==> src/rtl/sat_add_pkg.sv <==
package sat_add_pkg;

    // Number of per-operation status bits that also have a sticky copy
    localparam int unsigned NUM_FLAGS = 2;

    typedef enum logic {
        MODE_WRAP = 1'b0,
        MODE_SAT  = 1'b1
    } add_mode_e;

    typedef struct packed {
        logic adv;
        logic ovf;
    } add_flags_t;

    // Largest signed value for a given width
    function automatic logic [63:0] max_pos64();
        return {1'b0, {63{1'b1}}};
    endfunction

endpackage

==> src/rtl/sat_add_core.sv <==
module sat_add_core #(
    parameter int unsigned W = 64
) (
    input  logic [W-1:0] a,
    input  logic [W-1:0] b,
    output logic [W-1:0] sum,
    output logic         ovf,
    output logic         adv
);
    localparam int unsigned MSB = W - 1;

    always_comb begin
        sum = a + b;
        // signs agree on the inputs but the sum leaves that sign
        ovf = ~(a[MSB] ^ b[MSB]) & (sum[MSB] ^ a[MSB]);
        // top two bits of the raw sum disagree
        adv = sum[MSB] ^ sum[MSB-1];
    end
endmodule

==> src/rtl/sat_clamp.sv <==
module sat_clamp
    import sat_add_pkg::*;
#(
    parameter int unsigned W = 64
) (
    input  logic [W-1:0] raw,
    input  logic         ovf,
    input  add_mode_e    mode,
    input  logic         a_neg,
    output logic [W-1:0] clamped
);
    localparam logic [W-1:0] POS_LIMIT = {1'b0, {(W-1){1'b1}}};
    localparam logic [W-1:0] NEG_LIMIT = {1'b1, {(W-1){1'b0}}};

    always_comb begin
        if (mode == MODE_SAT && ovf) begin
            clamped = a_neg ? NEG_LIMIT : POS_LIMIT;
        end else begin
            clamped = raw;
        end
    end
endmodule

==> src/rtl/sat_sticky_bank.sv <==
module sat_sticky_bank #(
    parameter int unsigned N = 2
) (
    input  logic         clk,
    input  logic         rst,
    input  logic         clr,
    input  logic         upd,
    input  logic [N-1:0] flag_in,
    output logic [N-1:0] sticky
);
    for (genvar i = 0; i < N; i++) begin : g_bit
        logic held;
        always_ff @(posedge clk) begin
            if (rst) begin
                held <= 1'b0;
            end else begin
                held <= (held & ~clr) | (upd & flag_in[i]);
            end
        end
        assign sticky[i] = held;
    end
endmodule

==> src/rtl/sat_add64_acc.sv <==
module sat_add64_acc
    import sat_add_pkg::*;
#(
    parameter int unsigned W = 64
) (
    input  logic         clk,
    input  logic         rst,
    input  logic         in_valid,
    input  logic         sat_mode,
    input  logic         clr_sticky,
    input  logic [W-1:0] op_a,
    input  logic [W-1:0] op_b,
    output logic         out_valid,
    output logic [W-1:0] result,
    output logic         ovf,
    output logic         adv_ovf,
    output logic         sticky_ovf,
    output logic         sticky_adv
);
    logic [W-1:0] raw_sum;
    logic [W-1:0] final_sum;
    add_flags_t   cur_flags;
    add_flags_t   flags_q;
    add_mode_e    mode;
    logic [NUM_FLAGS-1:0] sticky_vec;

    assign mode = add_mode_e'(sat_mode);

    sat_add_core #(.W(W)) u_core (
        .a   (op_a),
        .b   (op_b),
        .sum (raw_sum),
        .ovf (cur_flags.ovf),
        .adv (cur_flags.adv)
    );

    sat_clamp #(.W(W)) u_clamp (
        .raw     (raw_sum),
        .ovf     (cur_flags.ovf),
        .mode    (mode),
        .a_neg   (op_a[W-1]),
        .clamped (final_sum)
    );

    always_ff @(posedge clk) begin
        if (rst) begin
            result    <= '0;
            flags_q   <= '0;
            out_valid <= 1'b0;
        end else begin
            out_valid <= in_valid;
            if (in_valid) begin
                result  <= final_sum;
                flags_q <= cur_flags;
            end
        end
    end

    sat_sticky_bank #(.N(NUM_FLAGS)) u_sticky (
        .clk     (clk),
        .rst     (rst),
        .clr     (clr_sticky),
        .upd     (in_valid),
        .flag_in (cur_flags),
        .sticky  (sticky_vec)
    );

    assign ovf        = flags_q.ovf;
    assign adv_ovf    = flags_q.adv;
    assign sticky_ovf = sticky_vec[0];
    assign sticky_adv = sticky_vec[1];
endmodule

==> config.mk <==
export PLATFORM = sky130hd
export DESIGN_NAME = sat_add64_acc
export DESIGN_NICKNAME = d
export VERILOG_FILES = /design/src/rtl/sat_add_pkg.sv /design/src/rtl/sat_add_core.sv /design/src/rtl/sat_clamp.sv /design/src/rtl/sat_sticky_bank.sv /design/src/rtl/sat_add64_acc.sv
export SDC_FILE = /design/constraint.sdc
export NUM_CORES = 1
export LEC_CHECK = 0
export ABC_CLOCK_PERIOD_IN_PS = 4000
export CORE_AREA = 8 8 133 184
export CTS_CLUSTER_DIAMETER = 40
export CTS_CLUSTER_SIZE = 8
export DETAILED_ROUTE_END_ITERATION = 8
export DIE_AREA = 0 0 141 192
export DONT_BUFFER_PORTS = 1
export GPL_ROUTABILITY_DRIVEN = 0
export PLACE_DENSITY_LB_ADDON = 0.12
export SLEW_MARGIN = 20
export SYNTH_ARGS = -nofsm -noshare
export SYNTH_HDL_FRONTEND = slang
export SYNTH_SLANG_ARGS = --single-unit
==> constraint.sdc <==
create_clock -name clk -period 4 [get_ports clk]
set_clock_uncertainty 0.15 [all_clocks]
set_input_delay 0.8 -clock clk [delete_from_list [all_inputs] [get_ports clk]]
set_output_delay 0.8 -clock clk [all_outputs]
set_load 0.01 [all_outputs]
Word-level counts from Yosys, hierarchy flattened:

Index checks and enable logic that the tools add are counted.

* bits of input ports: 133
* word-level logic and storage cells: 22
* output and inout bits: 69
* register bits after elaboration: 69

* bitwise gates (word level): 12
* add/sub/neg operators: 1
* reductions and logical operators: 1
* multiplexer cells: 2

Operators with widths (number)
* $mux W64: 2
* $add A64 B64 Y64: 1
* $and A1 B1 Y1: 5
* $xor A1 B1 Y1: 3
* $not A1 Y1: 2
* $or A1 B1 Y1: 2
* $logic_and A1 B1 Y1: 1

Longest topological paths before layout:

Gate-level depths: netlist of run 1.

* depth in word-level cells: 5
* depth in mapped cells: 17
* depth with buffers taken out: 15

By module:

A second synthesis of run 1 with hierarchy kept.

* cell total of the unflattened synthesis: 883
* area, all modules: 7055.5 um2

Modules (own cells, without submodules)
* sat_add_core: seq. area each 0.0 um2, area each 3977.6 um2, cells an instance 579, instances 1
* sat_add64_acc: seq. area each 1341.3 um2, area each 2389.8 um2, cells an instance 215, instances 1
* sat_clamp: seq. area each 0.0 um2, area each 603.1 um2, cells an instance 79, instances 1
* sat_sticky_bank: seq. area each 40.0 um2, area each 85.1 um2, cells an instance 10, instances 1

Worst setup path before layout of run 1:

No wires, ideal clock.

* path kind: in2reg
* start: in op_a[0]
* end: reg result[62]
* data required time: 3763 ps
* buffers on the path: 0
* stages on the path: 15
* arrival time: 3634 ps
* setup slack: 129 ps
* setup time: 87 ps
* cells stage by stage: ha_1 -> inv_1 -> fa_1 -> nand2b_1 -> a21o_1 -> a21o_1 -> o21ai_1 -> a31oi_1 -> o41ai_2 -> a41o_1 -> o211ai_1 -> a21oi_1 -> nor3b_2 -> nand2b_1 -> a211oi_1

* word-level cells in the longest chain between the ends: 5

Ends and longest elaborated chain
* start: declaration: RTL line sat_add64_acc.sv:11 `input logic [W-1:0] op_a,`
* $add A64 B64 Y64 *: RTL line sat_add_core.sv:13 `sum = a + b;`
* $xor A1 B1 Y1: RTL line sat_add_core.sv:15 `ovf = ~(a[MSB] ^ b[MSB]) & (sum[MSB] ^ a[MSB]);`
* $and A1 B1 Y1: RTL line sat_add_core.sv:15
* $logic_and A1 B1 Y1: RTL line sat_clamp.sv:16 `if (mode == MODE_SAT && ovf) begin`
* $mux W64 *: RTL line sat_clamp.sv:16
* end signal: assignment: RTL line sat_add64_acc.sv:53 `result <= final_sum;`
* end: declaration: RTL line sat_add64_acc.sv:14 `output logic [W-1:0] result,`

Every way passes the cells marked *; elsewhere a longest branch is shown, timed or not.
A chain may end at the register's enable or synchronous reset.

Worst setup path after layout of run 1:

* start: in op_a[1]
* end: reg result[42]

The elaborated chain is that of the path after synthesis.

==> impl_metrics.env, run 1 <==
export IMPL_hold_path_class="flop to flop"
export IMPL_htreeDepth=3
export IMPL_p_switching_w=0.000956
export IMPL_track_usage_pct=16.7
export IMPL_syn_cell_area_sq_um=6590
export IMPL_end_kind="flop"
export IMPL_vias=6235
export IMPL_relSlewSlack_pct=69.8
export IMPL_placed_cell_area_sq_um=7410
export IMPL_p_per_area_nw_per_um2=348
export IMPL_final_core_util_pct=35.5
export IMPL_post_cts_buffers=0
export IMPL_grt_pass1_vias=6667
export IMPL_clkSinkCount=69
export IMPL_ctsRootBufferMaster="clkbuf_16"
export IMPL_synth_cell_type_count=61
export IMPL_wire_per_inst_um=19.3
export IMPL_setup_ws_ns=0.197
export IMPL_tritoncts="built"
export IMPL_setup_viol=0
export IMPL_rrSetupSlack_ns=3.08
export IMPL_clk_pin_slew_ns=0.05
export IMPL_ir_drop_mv=0.188
export IMPL_reg2regPathDepth=2
export IMPL_switching_share_pct=35.7
export IMPL_hold_buffers=0
export IMPL_totalWireLength_mm=23.2
export IMPL_crit_required_ns=4.10
export IMPL_final_cell_mix="nor2_1, a21oi_1, buf_4, dfxtp_1, nand2_1"
export IMPL_hpwl_mm=19.0
export IMPL_die_area_sq_um=27100
export IMPL_synth_edf_count=0
export IMPL_total_power_w=0.00268
export IMPL_viasPerCell=5.18
export IMPL_grt_overflow=0
export IMPL_r2r_end="result[62]"
export IMPL_cts_buffer_depth=2
export IMPL_ys_warn_count=0
export IMPL_hold_path_depth=2
export IMPL_core_area_sq_um=21700
export IMPL_synth_ff_type="dfxtp_1"
export IMPL_fin_crit_sh_pct=95.1
export IMPL_synth_nets=1047
export IMPL_hold_start="result[3]"
export IMPL_drv_cap=0
export IMPL_die_height_um=192
export IMPL_clk_latency_ns=0.33
export IMPL_area_growth_pct=16.9
export IMPL_drc=0
export IMPL_nNetsFinal=1101
export IMPL_rr_startpoint="result[62]"
export IMPL_slowest_stage="mux2_4"
export IMPL_start_kind="primary input"
export IMPL_path_cells="ha_1 > a211oi_2 > o21ai_1 > a41oi_2 > nor3_2 > o21ai_2 > a21oi_1 > a31o_2 > a211o_1 > mux2_4 > nand2_4 > buf_12 > a21oi_1 > nor3_1"
export IMPL_antenna_found_initial=0
export IMPL_fmax_ghz=0.263
export IMPL_path_delay_family="compound AO/OA/AOI/OAI gates"
export IMPL_status="complete, no violations"
export IMPL_critPathKind="primary input to flop"
export IMPL_avgSynthCellArea_sq_um=7.75
export IMPL_port_buffers=0
export IMPL_ant_nets=0
export IMPL_numCtsBuffers=9
export IMPL_p_seq_share_pct=32.1
export IMPL_grt_first_pass_wirelength_mm=35.7
export IMPL_p_leak_nw=3.27
export IMPL_synth_seq_cells=69
export IMPL_async_reset_ff_share_pct=0
export IMPL_fillers=2292
export IMPL_drive_above_1_share_pct=20.6
export IMPL_grt_start_max_net_pins=70
export IMPL_drt_iter0_drc=265
export IMPL_cts_resized=0
export IMPL_min_to="result[3]"
export IMPL_whs_ns=0.378
export IMPL_pre_cts_ws_ns=-0.319
export IMPL_path_common_cell="a21oi_1"
export IMPL_critical_path_buf_inv_count=1
export IMPL_rows=64
export IMPL_firstDrtPassIters=4
export IMPL_crit_path_max_fanout=24
export IMPL_start_util_pct=30.4
export IMPL_synth_cells=850
export IMPL_p_clk_share_pct=30.1
export IMPL_pin_count=202
export IMPL_antennaDiodeCount=0
export IMPL_stdcell_area_sq_um=7710
export IMPL_finalCriticalPeriod_ns=3.80
export IMPL_crit_path_max_incr_delay_ns=0.35
export IMPL_critPathArrivalTime_ns=3.90
export IMPL_die_x_um=141
export IMPL_power_combinational_fraction_pct=37.8
export IMPL_finalHoldViolations=0
export IMPL_synth_seq_area_share_pct=21.0
export IMPL_worst_pin_slew_ns=0.448
export IMPL_p_int_w=0.00173
export IMPL_drv_slew=0
[stage by stage]
stage	TNS, ns	std cells
CTS	0	1203
global placement	-14.44	1190
finish	0	1203
floorplan	0	850
global route	-0.0612	1203
detailed placement	-16.16	1190
[sequential cells by signal, summed over array words and instances, names as in the netlist]
register and flops:
adv_ovf 1, out_valid 1, ovf 1, result 64, u_sticky.g_bit.held 2
[synthesized netlist by cell type, drive strengths merged (2+ instances only)]
| cell | count | area (sq um) |
|---|---|---|
| a21oi | 130 | 786 |
| o221ai | 3 | 26.3 |
| xnor2 | 36 | 315 |
| a31o | 2 | 17.5 |
| and2 | 6 | 37.5 |
| o211ai | 6 | 45.0 |
| a41oi | 4 | 42.6 |
| nand2b | 9 | 56.3 |
| a21o | 42 | 315 |
| dfxtp | 69 | 1380 |
| a31oi | 16 | 121 |
| xor2 | 23 | 201 |
| a21boi | 3 | 22.5 |
| o21a | 6 | 45.0 |
| nand2 | 69 | 267 |
| ha | 63 | 788 |
| nor3 | 54 | 420 |
| nand4 | 18 | 113 |
| clkbuf | 33 | 131 |
| o21ai | 55 | 275 |
| o31ai | 3 | 27.5 |
| nor2 | 94 | 353 |
| mux2i | 2 | 20.0 |
| and3 | 10 | 62.6 |
| a221o | 3 | 30.0 |
| a211oi | 6 | 50.1 |
| a211o | 3 | 26.3 |
| inv | 17 | 63.8 |
| buf | 15 | 158 |
| nand3 | 14 | 70.1 |
| o21bai | 12 | 90.1 |
| nor3b | 2 | 20.0 |
| o41ai | 2 | 32.5 |
| nor2b | 8 | 50.1 |
[metal layers]
layer | track usage [%] | part of all wire [%]
met1 | 16.7 | 37
met5 | 0 | 0
met3 | 5.42 | 6.8
met4 | 4.39 | 1.6
met2 | 32.3 | 54
[worst max path at each step]
| stage | end | cells past startpoint | startpoint |
|---|---|---|---|
| 2_1_floorplan | result[62] | 15 | op_a[0] |
| 6_report | result[42] | 14 | op_a[1] |
| 5_1_grt | result[48] | 14 | op_a[10] |
| 4_1_cts | result[45] | 14 | op_a[3] |
| 3_5_place_dp | result[8] | 14 | op_a[3] |
| 3_3_place_gp | result[45] | 14 | op_a[3] |
[worst reg2reg max path, delay by kind of cell (launching register included)]
family | cells | cell delay, ns
flops | 1 | 0.42
compound gates | 1 | 0.21
simple gates | 1 | 0.06
[power groups by stage]
stage | sequential (W) | combinational [W] | clock, W
after global placement | 0.000881 | 0.00102 | 0
final | 0.000862 | 0.00101 | 0.000807
after CTS | 0.000866 | 0.00103 | 0.000843
after floorplan | 0.000843 | 0.000743 | 0
after global routing | 0.000874 | 0.00112 | 0.000869
after detailed placement | 0.000881 | 0.00102 | 0
[logic make-up (layout without fill, tap and decap cells)]
group	count (synthesis)	in the layout	synth area share [%]
AOI/OAI and AO/OA	302	302	30.6
DFF	69	69	21.0
buffers and inverters	65	121	5.35
adders and majority gates	64	64	12.3
muxes	3	3	0.531
and+or+nand+nor	288	288	22.5
xor gates and xnor gates	59	59	7.84
[cell type report]
type | count | area (sq um) | area share, %
Timing Repair Buffer | 91 | 733 | 9.51
Tap cell | 297 | 372 | 4.82
Clock inverter | 2 | 35.0 | 0.455
Sequential cell | 69 | 1380 | 17.9
Multi-Input combinational cell | 716 | 4870 | 63.2
Inverter | 17 | 63.8 | 0.828
Clock buffer | 11 | 253 | 3.28
Power figures use the tool's default switching activity.
==> run 2, diff against run 1 <==
--- a/config.mk
+++ b/config.mk
@@ -16,3 +16,2 @@
 export PLACE_DENSITY_LB_ADDON = 0.12
-export SLEW_MARGIN = 20
 export SYNTH_ARGS = -nofsm -noshare
==> constraint.sdc (replaced) <==
create_clock -name clk -period 4 [get_ports clk]
set_clock_uncertainty 0.15 [all_clocks]
set_input_delay 0.2 -clock clk [delete_from_list [all_inputs] [get_ports clk]]
set_output_delay 0.2 -clock clk [all_outputs]
set_load 0.01 [all_outputs]
==> run 2 against run 1 <==
Cell count fell by 5.6%. Final area down 5.8%. Combinational power down 7%. Via count down 3.5%. Clock power up 19%. Critical path type unchanged. Core utilization shrank 2.1 points. First-iteration DRC count decreased by 15%. Sequential power barely moved. Worst setup slack better by 0.098 ns. Global-route usage decreased by 0.18 points.
==> impl_metrics.env, run 2 (synthesis results as in run 1) <==
export IMPL_status="complete, no violations"
export IMPL_grt_overflow=0
export IMPL_crit_required_ns=4.08
export IMPL_crit_path_max_fanout=7
export IMPL_htreeDepth=3
export IMPL_rsz0062_at_grt="false"
export IMPL_hold_buffers=6
export IMPL_path_cells="ha_1 > o21ai_0 > o21ai_1 > a41oi_2 > nor3_1 > o21ai_1 > a21oi_1 > a31o_1 > a211o_1 > buf_4 > mux2i_1 > nor2_1 > a31oi_1 > dlygate4sd3_1 > o21ai_0"
export IMPL_port_buffers=0
export IMPL_dr_wl_met3_mm=1.40
export IMPL_worst_pin_slew_ns=0.507
export IMPL_antenna_found_initial=0
export IMPL_critPathArrivalTime_ns=3.79
export IMPL_vias=6014
export IMPL_relSlewSlack_pct=65.3
export IMPL_critPathCapture="result[63]"
export IMPL_core_area_sq_um=21700
export IMPL_firstDrtPassIters=4
export IMPL_rrSetupSlack_ns=3.07
export IMPL_antennaDiodeCount=0
export IMPL_p_leak_nw=2.95
export IMPL_hold_path_class="primary input to flop"
export IMPL_ir_drop_mv=0.215
export IMPL_route_met2_wl_mm=12.3
export IMPL_ctsRootBufferMaster="clkbuf_16"
export IMPL_start_kind="primary input"
export IMPL_placed_cell_area_sq_um=6810
export IMPL_grt_start_max_net_pins=69
export IMPL_wirelength_met1_mm=8.93
export IMPL_hpwl_mm=18.3
export IMPL_p_per_area_nw_per_um2=381
export IMPL_total_power_w=0.00277
export IMPL_crit_path_max_incr_delay_ns=0.57
export IMPL_nNetsFinal=1031
export IMPL_drt_iter0_drc=226
export IMPL_clk_pin_slew_ns=0.06
export IMPL_drc=0
export IMPL_fmax_ghz=0.270
export IMPL_die_height_um=192
export IMPL_post_cts_buffers=0
export IMPL_finalSetupTns_ns=0
export IMPL_rows=64
export IMPL_drv_slew=0
export IMPL_end_kind="flop"
export IMPL_drive_above_1_share_pct=13.5
export IMPL_totalWireLength_mm=22.8
export IMPL_numCtsBuffers=9
export IMPL_stdcell_area_sq_um=7260
export IMPL_viasPerCell=5.29
export IMPL_clk_latency_ns=0.34
export IMPL_highest_layer="met4"
export IMPL_ant_nets=0
export IMPL_wire_per_inst_um=20.1
export IMPL_largest_register="result"
export IMPL_clkSinkCount=69
export IMPL_finalCriticalPeriod_ns=3.71
export IMPL_largest_reg_flops=64
export IMPL_grt_pass1_vias=6334
export IMPL_finalHoldViolations=0
export IMPL_critPathKind="primary input to flop"
export IMPL_largestRegisters="result: 64 flops, u_sticky.g_bit.held: 2 flops"
export IMPL_tritoncts="built"
export IMPL_setup_viol=0
export IMPL_drv_cap=0
export IMPL_area_growth_pct=10.1
export IMPL_grt_first_pass_wirelength_mm=35.5
export IMPL_die_area_sq_um=27100
export IMPL_fin_crit_sh_pct=92.6
export IMPL_cts_buffer_depth=2
export IMPL_startpoint="op_a[3]"
export IMPL_reg2regPathDepth=2
export IMPL_track_usage_pct=16.5
export IMPL_cts_resized=0
export IMPL_pin_count=202
export IMPL_rr_startpoint="result[1]"
export IMPL_start_util_pct=30.4
export IMPL_fillers=2376
export IMPL_r2r_end="result[1]"
export IMPL_slowest_stage="dlygate4sd3_1"
export IMPL_die_x_um=141
export IMPL_final_cell_mix="nor2_1, a21oi_1, dfxtp_1, nand2_1, ha_1"
-- run 2: stage by stage --
| stage | util (%) | cells | worst slack [ns] | hold WS, ns |
|---|---|---|---|---|
| 2_1_floorplan | - | 850 | 0.729 | 0.194 |
| 3_3_place_gp | 31.4 | 1114 | 0.0764 | 0.129 |
| 3_5_place_dp | 31.4 | 1114 | 0.0467 | 0.132 |
| 4_1_cts | 33.4 | 1136 | 0.278 | 0.00677 |
| 5_1_grt | 33.4 | 1136 | 0.0238 | 0.0443 |
| 6_report | 33.4 | 1136 | 0.295 | 0.0137 |
-- run 2: power by group --
part	internal, W	switching, W
Sequential	0.000761	0.0000999
Clock	0.000625	0.000337
Combinational	0.000387	0.000556
-- run 2: area by class of cell --
cell class / instances / area (sq um) / share of cell area, %
inverter: 17 / 63.8 / 0.879
timing repair buffer: 21 / 233 / 3.21
multi-input combinational: 716 / 4860 / 67.0
sequential: 69 / 1380 / 19.0
tap: 297 / 372 / 5.12
clock buffer: 10 / 239 / 3.29
clock inverter: 6 / 110 / 1.52
-- run 2: worst min path at each step --
stage          startpoint          to  cells past startpoint
2_1_floorplan    in_valid   out_valid                      2
6_report         op_b[63]   result[1]                      3
5_1_grt          op_b[63]   result[1]                      3
3_3_place_gp          rst  result[18]                      1
4_1_cts          op_b[63]   result[1]                      3
3_5_place_dp          rst  result[18]                      1
-- run 2: critical path, delay by kind of cell --
kind                     cells  cell delay [ns]
AO/OA/AOI/OAI                9             1.85
adder cells (fa/ha/maj)      1             0.33
multiplexers                 1             0.18
buffers and inverters        2             0.73
AND/OR/NAND/NOR              2             0.48
-- run 2: metal layers --
| layer | vias to the layer above | global-route usage (%) |
|---|---|---|
| li1 | 3050 | - |
| met1 | 2827 | 17.5 |
| met2 | 125 | 31.2 |
| met3 | 12 | 4.88 |
| met4 | 0 | 4.15 |
| met5 | - | 0 |
